$ cat src/rtl/cpu_rst_seq_pkg.sv
// Package: shared constants and state type for the processor reset sequencer.
// Assumes: nothing beyond IEEE 1800-2017.
package cpu_rst_seq_pkg;

    // Number of flops in the platform reset synchronizer.
    localparam int unsigned SYNC_STAGES = 2;

    // Minimum strap setup before processor reset release, in host clocks.
    localparam int unsigned STRAP_SETUP_MIN = 4;

    // Legal window for the strap hold after processor reset release.
    localparam int unsigned STRAP_HOLD_MIN = 2;
    localparam int unsigned STRAP_HOLD_MAX = 20;

    // Sequencer phases.
    typedef enum logic [1:0] {
        PH_STRETCH = 2'd0,   // processor in reset, strap driven low
        PH_HOLD    = 2'd1,   // processor running, strap still driven low
        PH_DONE    = 2'd2    // processor running, strap released
    } seq_phase_e;

endpackage

$ cat src/rtl/plat_rst_sync.sv
// Module: plat_rst_sync
// Purpose: brings the asynchronous platform reset into the host clock domain.
// Assumes: the clear is taken at once (asynchronously) and the release is seen
// after STAGES rising edges. This chain is the only logic in the block with an
// asynchronous clear. It is what makes a reset pulse shorter than a clock
// period still restart the sequence.
module plat_rst_sync #(
    parameter int unsigned STAGES = 2
) (
    input  logic clk,
    input  logic async_rst_n,
    output logic sync_rst_n
);

    logic [STAGES-1:0] chain_q;

    // Shift ones in after release; clear the whole chain on assertion.
    always_ff @(posedge clk or negedge async_rst_n) begin
        if (!async_rst_n) begin
            chain_q <= '0;
        end else begin
            chain_q <= {chain_q[STAGES-2:0], 1'b1};
        end
    end

    assign sync_rst_n = chain_q[STAGES-1];

endmodule

$ cat src/rtl/seq_phase_timer.sv
// Module: seq_phase_timer
// Purpose: counts the host clocks of one sequencer phase against a limit.
// Assumes: limit >= 1. The clear input wins over the count enable. The
// terminal flag is raised in the last cycle of a counted phase.
module seq_phase_timer #(
    parameter int unsigned WIDTH = 8
) (
    input  logic             clk,
    input  logic             rst_n,
    input  logic             clear,
    input  logic             count_en,
    input  logic [WIDTH-1:0] limit,
    output logic             last
);

    logic [WIDTH-1:0] count_q;

    // Phase cycle counter with synchronous active-low reset.
    always_ff @(posedge clk) begin
        if (!rst_n) begin
            count_q <= '0;
        end else if (clear) begin
            count_q <= '0;
        end else if (count_en) begin
            count_q <= count_q + 1'b1;
        end
    end

    // Terminal flag: this enabled cycle is the last one of the phase.
    always_comb begin
        last = count_en && (count_q == limit - 1'b1);
    end

endmodule

$ cat src/rtl/seq_phase_fsm.sv
// Module: seq_phase_fsm
// Purpose: steps through stretch, hold and done, and gives the registered
// "released" and "strap drive" flags.
// Assumes: rst_n is the synchronized platform reset. The phase timer
// restarts on every phase change, using the last flag as its clear.
module seq_phase_fsm
    import cpu_rst_seq_pkg::*;
#(
    parameter int unsigned STRETCH_CYCLES = 16,
    parameter int unsigned HOLD_CYCLES    = 8,
    parameter int unsigned WIDTH          = 8
) (
    input  logic             clk,
    input  logic             rst_n,
    input  logic             phase_last,
    output logic             timer_en,
    output logic [WIDTH-1:0] timer_limit,
    output logic             released,
    output logic             strap_drive
);

    localparam logic [WIDTH-1:0] STRETCH_LIM = WIDTH'(STRETCH_CYCLES);
    localparam logic [WIDTH-1:0] HOLD_LIM    = WIDTH'(HOLD_CYCLES);

    seq_phase_e phase_q;
    seq_phase_e phase_d;

    // Next-phase logic: move on when the timer reports the last cycle.
    always_comb begin
        phase_d = phase_q;
        unique case (phase_q)
            PH_STRETCH: if (phase_last) phase_d = PH_HOLD;
            PH_HOLD:    if (phase_last) phase_d = PH_DONE;
            PH_DONE:    phase_d = PH_DONE;
            default:    phase_d = PH_STRETCH;
        endcase
    end

    // Phase register with synchronous active-low reset.
    always_ff @(posedge clk) begin
        if (!rst_n) begin
            phase_q <= PH_STRETCH;
        end else begin
            phase_q <= phase_d;
        end
    end

    // Timer control: count in the two timed phases, pick their limit.
    always_comb begin
        timer_en    = (phase_q == PH_STRETCH) || (phase_q == PH_HOLD);
        timer_limit = (phase_q == PH_HOLD) ? HOLD_LIM : STRETCH_LIM;
    end

    // Output flags decoded from the registered phase.
    always_comb begin
        released    = (phase_q != PH_STRETCH);
        strap_drive = (phase_q != PH_DONE);
    end

endmodule

$ cat src/rtl/cpu_reset_sequencer.sv
// Module: cpu_reset_sequencer (top)
// Purpose: makes the processor reset from the platform reset, stretched by
// STRETCH_CYCLES host clocks. Drives the bus-request strap low through the
// reset release and for HOLD_CYCLES clocks after it, then releases it.
// Assumes: plat_rst_n may change at any time. Its assertion is combined
// into the outputs directly, so it needs no clock edge to act. The strap
// value is a constant low; only its enable is sequenced.
module cpu_reset_sequencer
    import cpu_rst_seq_pkg::*;
#(
    parameter int unsigned STRETCH_CYCLES = 100000,
    parameter int unsigned HOLD_CYCLES    = 8
) (
    input  logic clk,
    input  logic plat_rst_n,
    output logic cpu_rst_n,
    output logic strap_o,
    output logic strap_oe
);

    localparam int unsigned MAX_LIMIT = (STRETCH_CYCLES > HOLD_CYCLES) ?
                                        STRETCH_CYCLES : HOLD_CYCLES;
    localparam int unsigned TW        = $clog2(MAX_LIMIT + 1);

    // Elaboration-time parameter checks.
    if (HOLD_CYCLES < STRAP_HOLD_MIN || HOLD_CYCLES > STRAP_HOLD_MAX) begin : g_bad_hold
        $error("HOLD_CYCLES must lie in the strap hold window");
    end
    if (STRETCH_CYCLES < STRAP_SETUP_MIN) begin : g_bad_stretch
        $error("STRETCH_CYCLES must cover the strap setup time");
    end

    logic          sync_rst_n;
    logic          phase_last;
    logic          timer_en;
    logic [TW-1:0] timer_limit;
    logic          released;
    logic          strap_drive;

    plat_rst_sync #(
        .STAGES (SYNC_STAGES)
    ) u_sync (
        .clk         (clk),
        .async_rst_n (plat_rst_n),
        .sync_rst_n  (sync_rst_n)
    );

    seq_phase_timer #(
        .WIDTH (TW)
    ) u_timer (
        .clk      (clk),
        .rst_n    (sync_rst_n),
        .clear    (phase_last),
        .count_en (timer_en),
        .limit    (timer_limit),
        .last     (phase_last)
    );

    seq_phase_fsm #(
        .STRETCH_CYCLES (STRETCH_CYCLES),
        .HOLD_CYCLES    (HOLD_CYCLES),
        .WIDTH          (TW)
    ) u_fsm (
        .clk         (clk),
        .rst_n       (sync_rst_n),
        .phase_last  (phase_last),
        .timer_en    (timer_en),
        .timer_limit (timer_limit),
        .released    (released),
        .strap_drive (strap_drive)
    );

    // Output gating: a raw platform reset overrides the sequenced flags.
    always_comb begin
        cpu_rst_n = plat_rst_n & released;
        strap_oe  = ~plat_rst_n | strap_drive;
        strap_o   = 1'b0;
    end

endmodule

$ cat config.mk
export PLATFORM = sky130hd
export DESIGN_NAME = cpu_reset_sequencer
export DESIGN_NICKNAME = d
export VERILOG_FILES = /design/src/rtl/cpu_rst_seq_pkg.sv /design/src/rtl/plat_rst_sync.sv /design/src/rtl/seq_phase_timer.sv /design/src/rtl/seq_phase_fsm.sv /design/src/rtl/cpu_reset_sequencer.sv
export SDC_FILE = /design/constraint.sdc
export NUM_CORES = 1
export LEC_CHECK = 0
export BUFFER_PORTS_ARGS = -buffer_cell sky130_fd_sc_hd__buf_2
export CORE_AREA = 4 4 50 52
export DETAILED_ROUTE_END_ITERATION = 7
export DIE_AREA = 0 0 54 56
export PLACE_DENSITY = 0.66
export SLEW_MARGIN = 15
export SYNTH_ARGS = -nofsm -noshare
export SYNTH_HDL_FRONTEND = slang
export SYNTH_SLANG_ARGS = --single-unit
$ cat constraint.sdc
create_clock -name clk -period 2.26 [get_ports clk]
set_clock_uncertainty 0.05 [all_clocks]
set_input_delay 0.452 -clock clk [delete_from_list [all_inputs] [get_ports clk]]
set_output_delay 0.452 -clock clk [all_outputs]
set_load 0.01 [all_outputs]
==> results of run 1 <==
==> worst register-to-register path, cell delays in order, from the launching register on <==
cell	delay [ns]
sky130_fd_sc_hd__dfxtp_1	0.34
sky130_fd_sc_hd__inv_1	0.07
sky130_fd_sc_hd__ha_1	0.33
sky130_fd_sc_hd__o2111ai_2	0.24
sky130_fd_sc_hd__nor4_2	0.42
sky130_fd_sc_hd__nand3_1	0.14
sky130_fd_sc_hd__xor2_1	0.17
sky130_fd_sc_hd__nor2_1	0.05
==> cell usage in the layout (no fill, tap or decap), drive strengths merged, types with 3 or more instances in the layout <==
cell type,count
clkbuf,3
nand2,13
nor3,3
buf,4
o21ai,3
inv,3
xnor2,5
a21oi,3
dfxtp,19
nand3,6
nor2,23
xor2,10
nor4,5
ha,4
==> kinds of logic (layout without fill, tap and decap cells) <==
family	Yosys count	after routing	synth area share
AO/OA/AOI/OAI	9	9	0.0699
other	2	2	0.00736
multiplexers	1	1	0.00982
adder cells (fa/ha/maj)	4	4	0.0491
flip-flops	21	21	0.422
XOR/XNOR	15	15	0.129
buffers and inverters	5	12	0.0258
AND/OR/NAND/NOR	58	58	0.287
==> layer usage <==
layer / global-route usage / share of wire / vias to the layer above
met4: 0.0641 / 0.022 / 0
met5: 0 / 0 / -
met2: 0.234 / 0.46 / 13
li1: - / - / 396
met1: 0.193 / 0.49 / 352
met3: 0.0322 / 0.022 / 5
==> cell usage after synthesis, drive strengths merged, types with 3 or more instances <==
library cell / number / area [sq um]
nand3: 6 / 30.0
dfxtp: 19 / 380
a21oi: 3 / 15.0
xnor2: 5 / 43.8
nand2: 13 / 48.8
xor2: 10 / 87.6
o21ai: 3 / 18.8
ha: 4 / 50.1
inv: 3 / 11.3
nor3: 3 / 15.0
nor2: 23 / 88.8
nor4: 5 / 50.1
==> worst min-delay path by stage <==
stage	cells past startpoint	slack, ns	startpoint	endpoint
after detailed placement	1	0.20	plat_rst_n	u_sync.chain_q[1]
after CTS	0	0.33	u_sync.chain_q[0]	u_sync.chain_q[1]
after global placement	1	0.20	plat_rst_n	u_sync.chain_q[0]
after global routing	0	0.35	u_sync.chain_q[0]	u_sync.chain_q[1]
final	0	0.32	u_sync.chain_q[0]	u_sync.chain_q[1]
after floorplan	0	0.11	plat_rst_n	u_sync.chain_q[0]
==> power groups by stage <==
| stage | clock network (mW) | registers, mW | logic (mW) |
|---|---|---|---|
| 2_1_floorplan | 0 | 0.390 | 0.0161 |
| 3_3_place_gp | 0 | 0.392 | 0.0192 |
| 3_5_place_dp | 0 | 0.392 | 0.0195 |
| 4_1_cts | 0.186 | 0.384 | 0.0206 |
| 5_1_grt | 0.215 | 0.385 | 0.0238 |
| 6_report | 0.183 | 0.384 | 0.0202 |
==> layout make-up <==
cell class	count	area [sq um]	share of cell area
Inverter	3	11.3	0.0102
Multi-Input combinational cell	89	563	0.512
Clock buffer	3	22.5	0.0205
Timing Repair Buffer	5	32.5	0.0296
Clock inverter	1	5.00	0.00455
Sequential cell	21	430	0.391
Tap cell	28	35.0	0.0319
==> through the flow <==
step / total power [mW] / std cells / instance area, sq um
global placement: 0.411 / 145 / 1060
detailed placement: 0.411 / 145 / 1060
floorplan: 0.406 / 115 / 1020
CTS: 0.591 / 150 / 1100
global route: 0.624 / 150 / 1100
finish: 0.587 / 150 / 1100
==> registers in the layout, indices dropped and copies added (netlist names) <==
register         flops
u_fsm.phase_q        2
u_sync.chain_q       2
u_timer.count_q     17
==> flow_summary.json, run 1 <==
{
  "result_of_the_run": "complete, no violations",
  "synth.distinct_cells": 28,
  "globalRouteTotalUtil": 0.150,
  "synth_fp_nets": 121,
  "hold_violations": 0,
  "power.density_mw_per_mm2": 534,
  "hold_buf_count_cts": 1,
  "antenna_diodes": 0,
  "power.clock.fraction": 0.312,
  "layout_worst_path_cycle_share": 0.847,
  "cpLargestDelayFamily": "simple AND/OR/NAND/NOR gates",
  "final_util": 0.522,
  "postSynth.asyncResetShare": 0.0952,
  "switching_share_of_total_power": 0.230,
  "worst_r2r_path_depth": 7,
  "initial_core_util": 0.484,
  "drtPass1Iterations": 4,
  "clock_tree.root_cell": "sky130_fd_sc_hd__clkbuf_4",
  "final_max_slew_viol_count": 0,
  "antenna_found_initial": 0,
  "critical_path.startpoint": "u_fsm.phase_q[1]",
  "netlist_area_sq_mm": 0.00102,
  "post-route-drc-count": 0,
  "critPathKind": "register to register",
  "grt_pass1_vias": 768,
  "detail_route.vias_per_cell": 5.11,
  "die-area_sq_mm": 0.00302,
  "power_leakage_nw": 0.391,
  "drt_iter0_markers": 19,
  "final_worst_setup_slack_ns": 0.346,
  "cp-start-kind": "register",
  "final_nets": 129,
  "ff2ff_setup_slack_ns": 0.35,
  "clkTransAtPathRegs_ns": 0.12,
  "count_of_cell_instances_traversed_by_the_critical_path": 7,
  "fmaxAchievable_mhz": 522,
  "grt_start_max_net_pins": 15,
  "grt_setup_unrepaired": "false",
  "synth_enable_flop_cells": 0,
  "reg2reg_to": "u_timer.count_q[13]",
  "power.share.sequential": 0.654,
  "final_antenna_net_count": 0,
  "placement.io_buffers": 3,
  "route.final.wire_length_microns": 1800,
  "layout-area-overhead-vs-synth_pct": 7.85,
  "placeableCoreArea_sq_mm": 0.00211,
  "pwr-share-comb": 0.034,
  "cts_max_level": 1,
  "die_x_microns": 54,
  "final_setup_violations": 0,
  "vdd_drop_max_v": 0.000320,
  "synth-seq-cells": 21,
  "cell_chain_of_the_critical_path": "inv_1, ha_1, o2111ai_2, nor4_2, nand3_1, xor2_1, nor2_1",
  "drive_above_1_share": 0.123,
  "worst_path_max_delay_cell": "sky130_fd_sc_hd__nor4_2",
  "grt_pass1_wl_microns": 3410,
  "layout_fillers": 195,
  "cap_viol_max_count": 0,
  "cp_num_buf_inv": 1,
  "cp-endpoint": "u_timer.count_q[13]",
  "cts_resized": 0,
  "worstHoldPathType": "register to register",
  "post_drt_wl_per_cell_microns": 12.0,
  "ioPinCount": 5,
  "final_period_minus_worst_setup_slack_ns": 1.91,
  "pre_cts_slack_ns": 0.373,
  "sequential_element_share_of_the_synthesized_area": 0.422,
  "worstPathRequired_ns": 2.42,
  "cts_post_setup_buffers_inserted": 0,
  "tritoncts": "built",
  "fin_worst_hold_slack_ns": 0.325,
  "slowest_delay_ns": 0.41,
  "arrival_ns": 2.07,
  "critical_path.endpoint_type": "register",
  "mean_area_per_synthesized_cell_sq_um": 8.87,
  "floorplan.die.height_microns": 56,
  "cp_max_fo": 8,
  "finalWeightedCongestion": 0.797,
  "worst_r2r_startpoint": "u_fsm.phase_q[1]",
  "clkLatencyLatePin_ns": 0.31,
  "clock_tree.buffer_depth": 2,
  "route.vias.total": 766,
  "synthesis.yosys.warnings": 0,
  "syn-instance-count": 115,
  "synth_top_flop_cell": "sky130_fd_sc_hd__dfxtp_1",
  "rows": 17,
  "cell_internal_pwr_mw": 0.452,
  "post-dp-hpwl_microns": 1330,
  "p_switching_mw": 0.135,
  "sum_neg_setup_slack_ns": 0,
  "grt_overflow_total": 0,
  "clkSinkCount": 21,
  "cts_buffers": 3
}
No activity file was read; power rests on OpenSTA's default activity.
==> run 2: changes to the inputs <==
==> constraint.sdc (replaced) <==
create_clock -name clk -period 2 [get_ports clk]
set_clock_uncertainty 0.05 [all_clocks]
set_input_delay 0.4 -clock clk [delete_from_list [all_inputs] [get_ports clk]]
set_output_delay 0.4 -clock clk [all_outputs]
set_load 0.01 [all_outputs]
==> flow_summary.json, run 2 (synthesis results as in run 1) <==
{
  "grt_start_max_net_pins": 15,
  "holdPathStages": 0,
  "post_drt_wl_per_cell_microns": 11.7,
  "globalRouteTotalUtil": 0.136,
  "grt_overflow_total": 0,
  "critical_path.endpoint_type": "register",
  "clkSinkCount": 21,
  "final_util": 0.531,
  "clkTransAtPathRegs_ns": 0.12,
  "arrival_ns": 1.98,
  "vdd_drop_max_v": 0.000363,
  "antenna_diodes": 0,
  "multiInputGateArea_sq_um": 566,
  "critPathKind": "register to register",
  "drt_iter0_markers": 33,
  "drtPass1Iterations": 4,
  "die_x_microns": 54,
  "top_regs": "u_timer.count_q x17, u_fsm.phase_q x2, u_sync.chain_q x2",
  "post-dp-hpwl_microns": 1260,
  "final_common_cell": "sky130_fd_sc_hd__nor2_1",
  "power.density_mw_per_mm2": 590,
  "clkLatencyLatePin_ns": 0.30,
  "floorplan.die.height_microns": 56,
  "final_period_minus_worst_setup_slack_ns": 1.82,
  "rows": 17,
  "power_leakage_nw": 0.399,
  "worstPathRequired_ns": 2.16,
  "clock_tree.root_cell": "sky130_fd_sc_hd__clkbuf_4",
  "holdCritStartpoint": "u_sync.chain_q[0]",
  "register_area_sq_um": 430,
  "placement.io_buffers": 3,
  "sum_neg_setup_slack_ns": 0,
  "ioPinCount": 5,
  "cap_viol_max_count": 0,
  "layout-area-overhead-vs-synth_pct": 9.57,
  "final_antenna_net_count": 0,
  "placeableCoreArea_sq_mm": 0.00211,
  "drive_above_1_share": 0.145,
  "mostFrequentLayoutCells": "22 x sky130_fd_sc_hd__nor2_1, 19 x sky130_fd_sc_hd__dfxtp_1, 13 x sky130_fd_sc_hd__nand2_1",
  "initial_core_util": 0.484,
  "antenna_found_initial": 0,
  "result_of_the_run": "complete, no violations",
  "layout_worst_path_cycle_share": 0.912,
  "fmaxAchievable_mhz": 548,
  "grt_pass1_wl_microns": 3170,
  "largest_register_ff_count": 17,
  "cp_max_fo": 6,
  "grt_setup_unrepaired": "false",
  "route.final.wire_length_microns": 1770,
  "ff2ff_setup_slack_ns": 0.18,
  "hold_violations": 0,
  "post-route-drc-count": 0,
  "final_setup_violations": 0,
  "die-area_sq_mm": 0.00302,
  "reg2reg_to": "u_timer.count_q[13]",
  "layout_fillers": 199,
  "worstHoldPathType": "register to register",
  "worst_r2r_path_depth": 7,
  "clock_tree.buffer_depth": 2,
  "largest_register": "u_timer.count_q",
  "route.vias.total": 782,
  "tritoncts": "built",
  "grt_pass1_vias": 723,
  "timing.hold.worst_endpoint": "u_sync.chain_q[1]",
  "final_nets": 131,
  "detail_route.vias_per_cell": 5.14,
  "final_max_slew_viol_count": 0,
  "cp-start-kind": "register",
  "finalWeightedCongestion": 0.774,
  "worst_r2r_startpoint": "u_fsm.phase_q[0]",
  "cts_max_level": 1,
  "cts_buffers": 3
}
-- run 2: power by group --
| group | leakage (nW) | switching, mW | internal, mW |
|---|---|---|---|
| registers | 0.177 | 0.00731 | 0.426 |
| clock network | 0.0177 | 0.129 | 0.0745 |
| logic | 0.204 | 0.0128 | 0.0105 |
-- run 2: worst max-delay path by stage --
stage	start	endpoint
finish	u_fsm.phase_q[0]	u_timer.count_q[13]
global route	u_fsm.phase_q[0]	u_timer.count_q[16]
CTS	u_fsm.phase_q[1]	u_timer.count_q[3]
detailed placement	u_fsm.phase_q[1]	u_timer.count_q[3]
global placement	u_fsm.phase_q[1]	u_timer.count_q[4]
floorplan	u_fsm.phase_q[1]	u_timer.count_q[5]
-- run 2: repair_timing --
item                       in CTS  in global routing
hold endpoints to repair        2                  0
gates resized for setup         0                  1
hold buffers                    1                  0
setup endpoints to repair       0                 14
setup buffers                   0                  0
-- run 2: critical path, cell delays in order, from the launching register on --
cell and delay, ns:
sky130_fd_sc_hd__dfxtp_1 0.34, sky130_fd_sc_hd__inv_1 0.11, sky130_fd_sc_hd__ha_1 0.30, sky130_fd_sc_hd__o2111ai_2 0.19, sky130_fd_sc_hd__nor4_2 0.39, sky130_fd_sc_hd__nand3_1 0.14
sky130_fd_sc_hd__xor2_1 0.15, sky130_fd_sc_hd__nor2_1 0.05
-- run 2: layout make-up --
type	instances	area share
Tap cell	28	0.0314
Sequential cell	21	0.385
Multi-Input combinational cell	89	0.506
Clock buffer	3	0.0202
Clock inverter	1	0.00448
Inverter	3	0.0101
Timing Repair Buffer	7	0.0426
-- run 2: through the flow --
step	instances	hold slack (ns)	setup slack, ns	cell area [sq um]	power [mW]
CTS	152	0.324	0.121	1110	0.669
finish	152	0.322	0.176	1120	0.660
global placement	147	0.147	0.200	1080	0.464
global route	152	0.345	0.0371	1120	0.692
detailed placement	147	0.149	0.138	1080	0.465
floorplan	115	0.0544	0.237	1020	0.459
-- run 2: routing by layer --
metal  up-vias  track usage  share of wire  wire length [microns]
li1        405            -              -                      -
met1       358        0.193           0.50                    889
met2        17        0.201           0.46                    814
met3         2       0.0161          0.029                     51
met4         0       0.0641         0.0096                     17
met5         -            0              0                      0
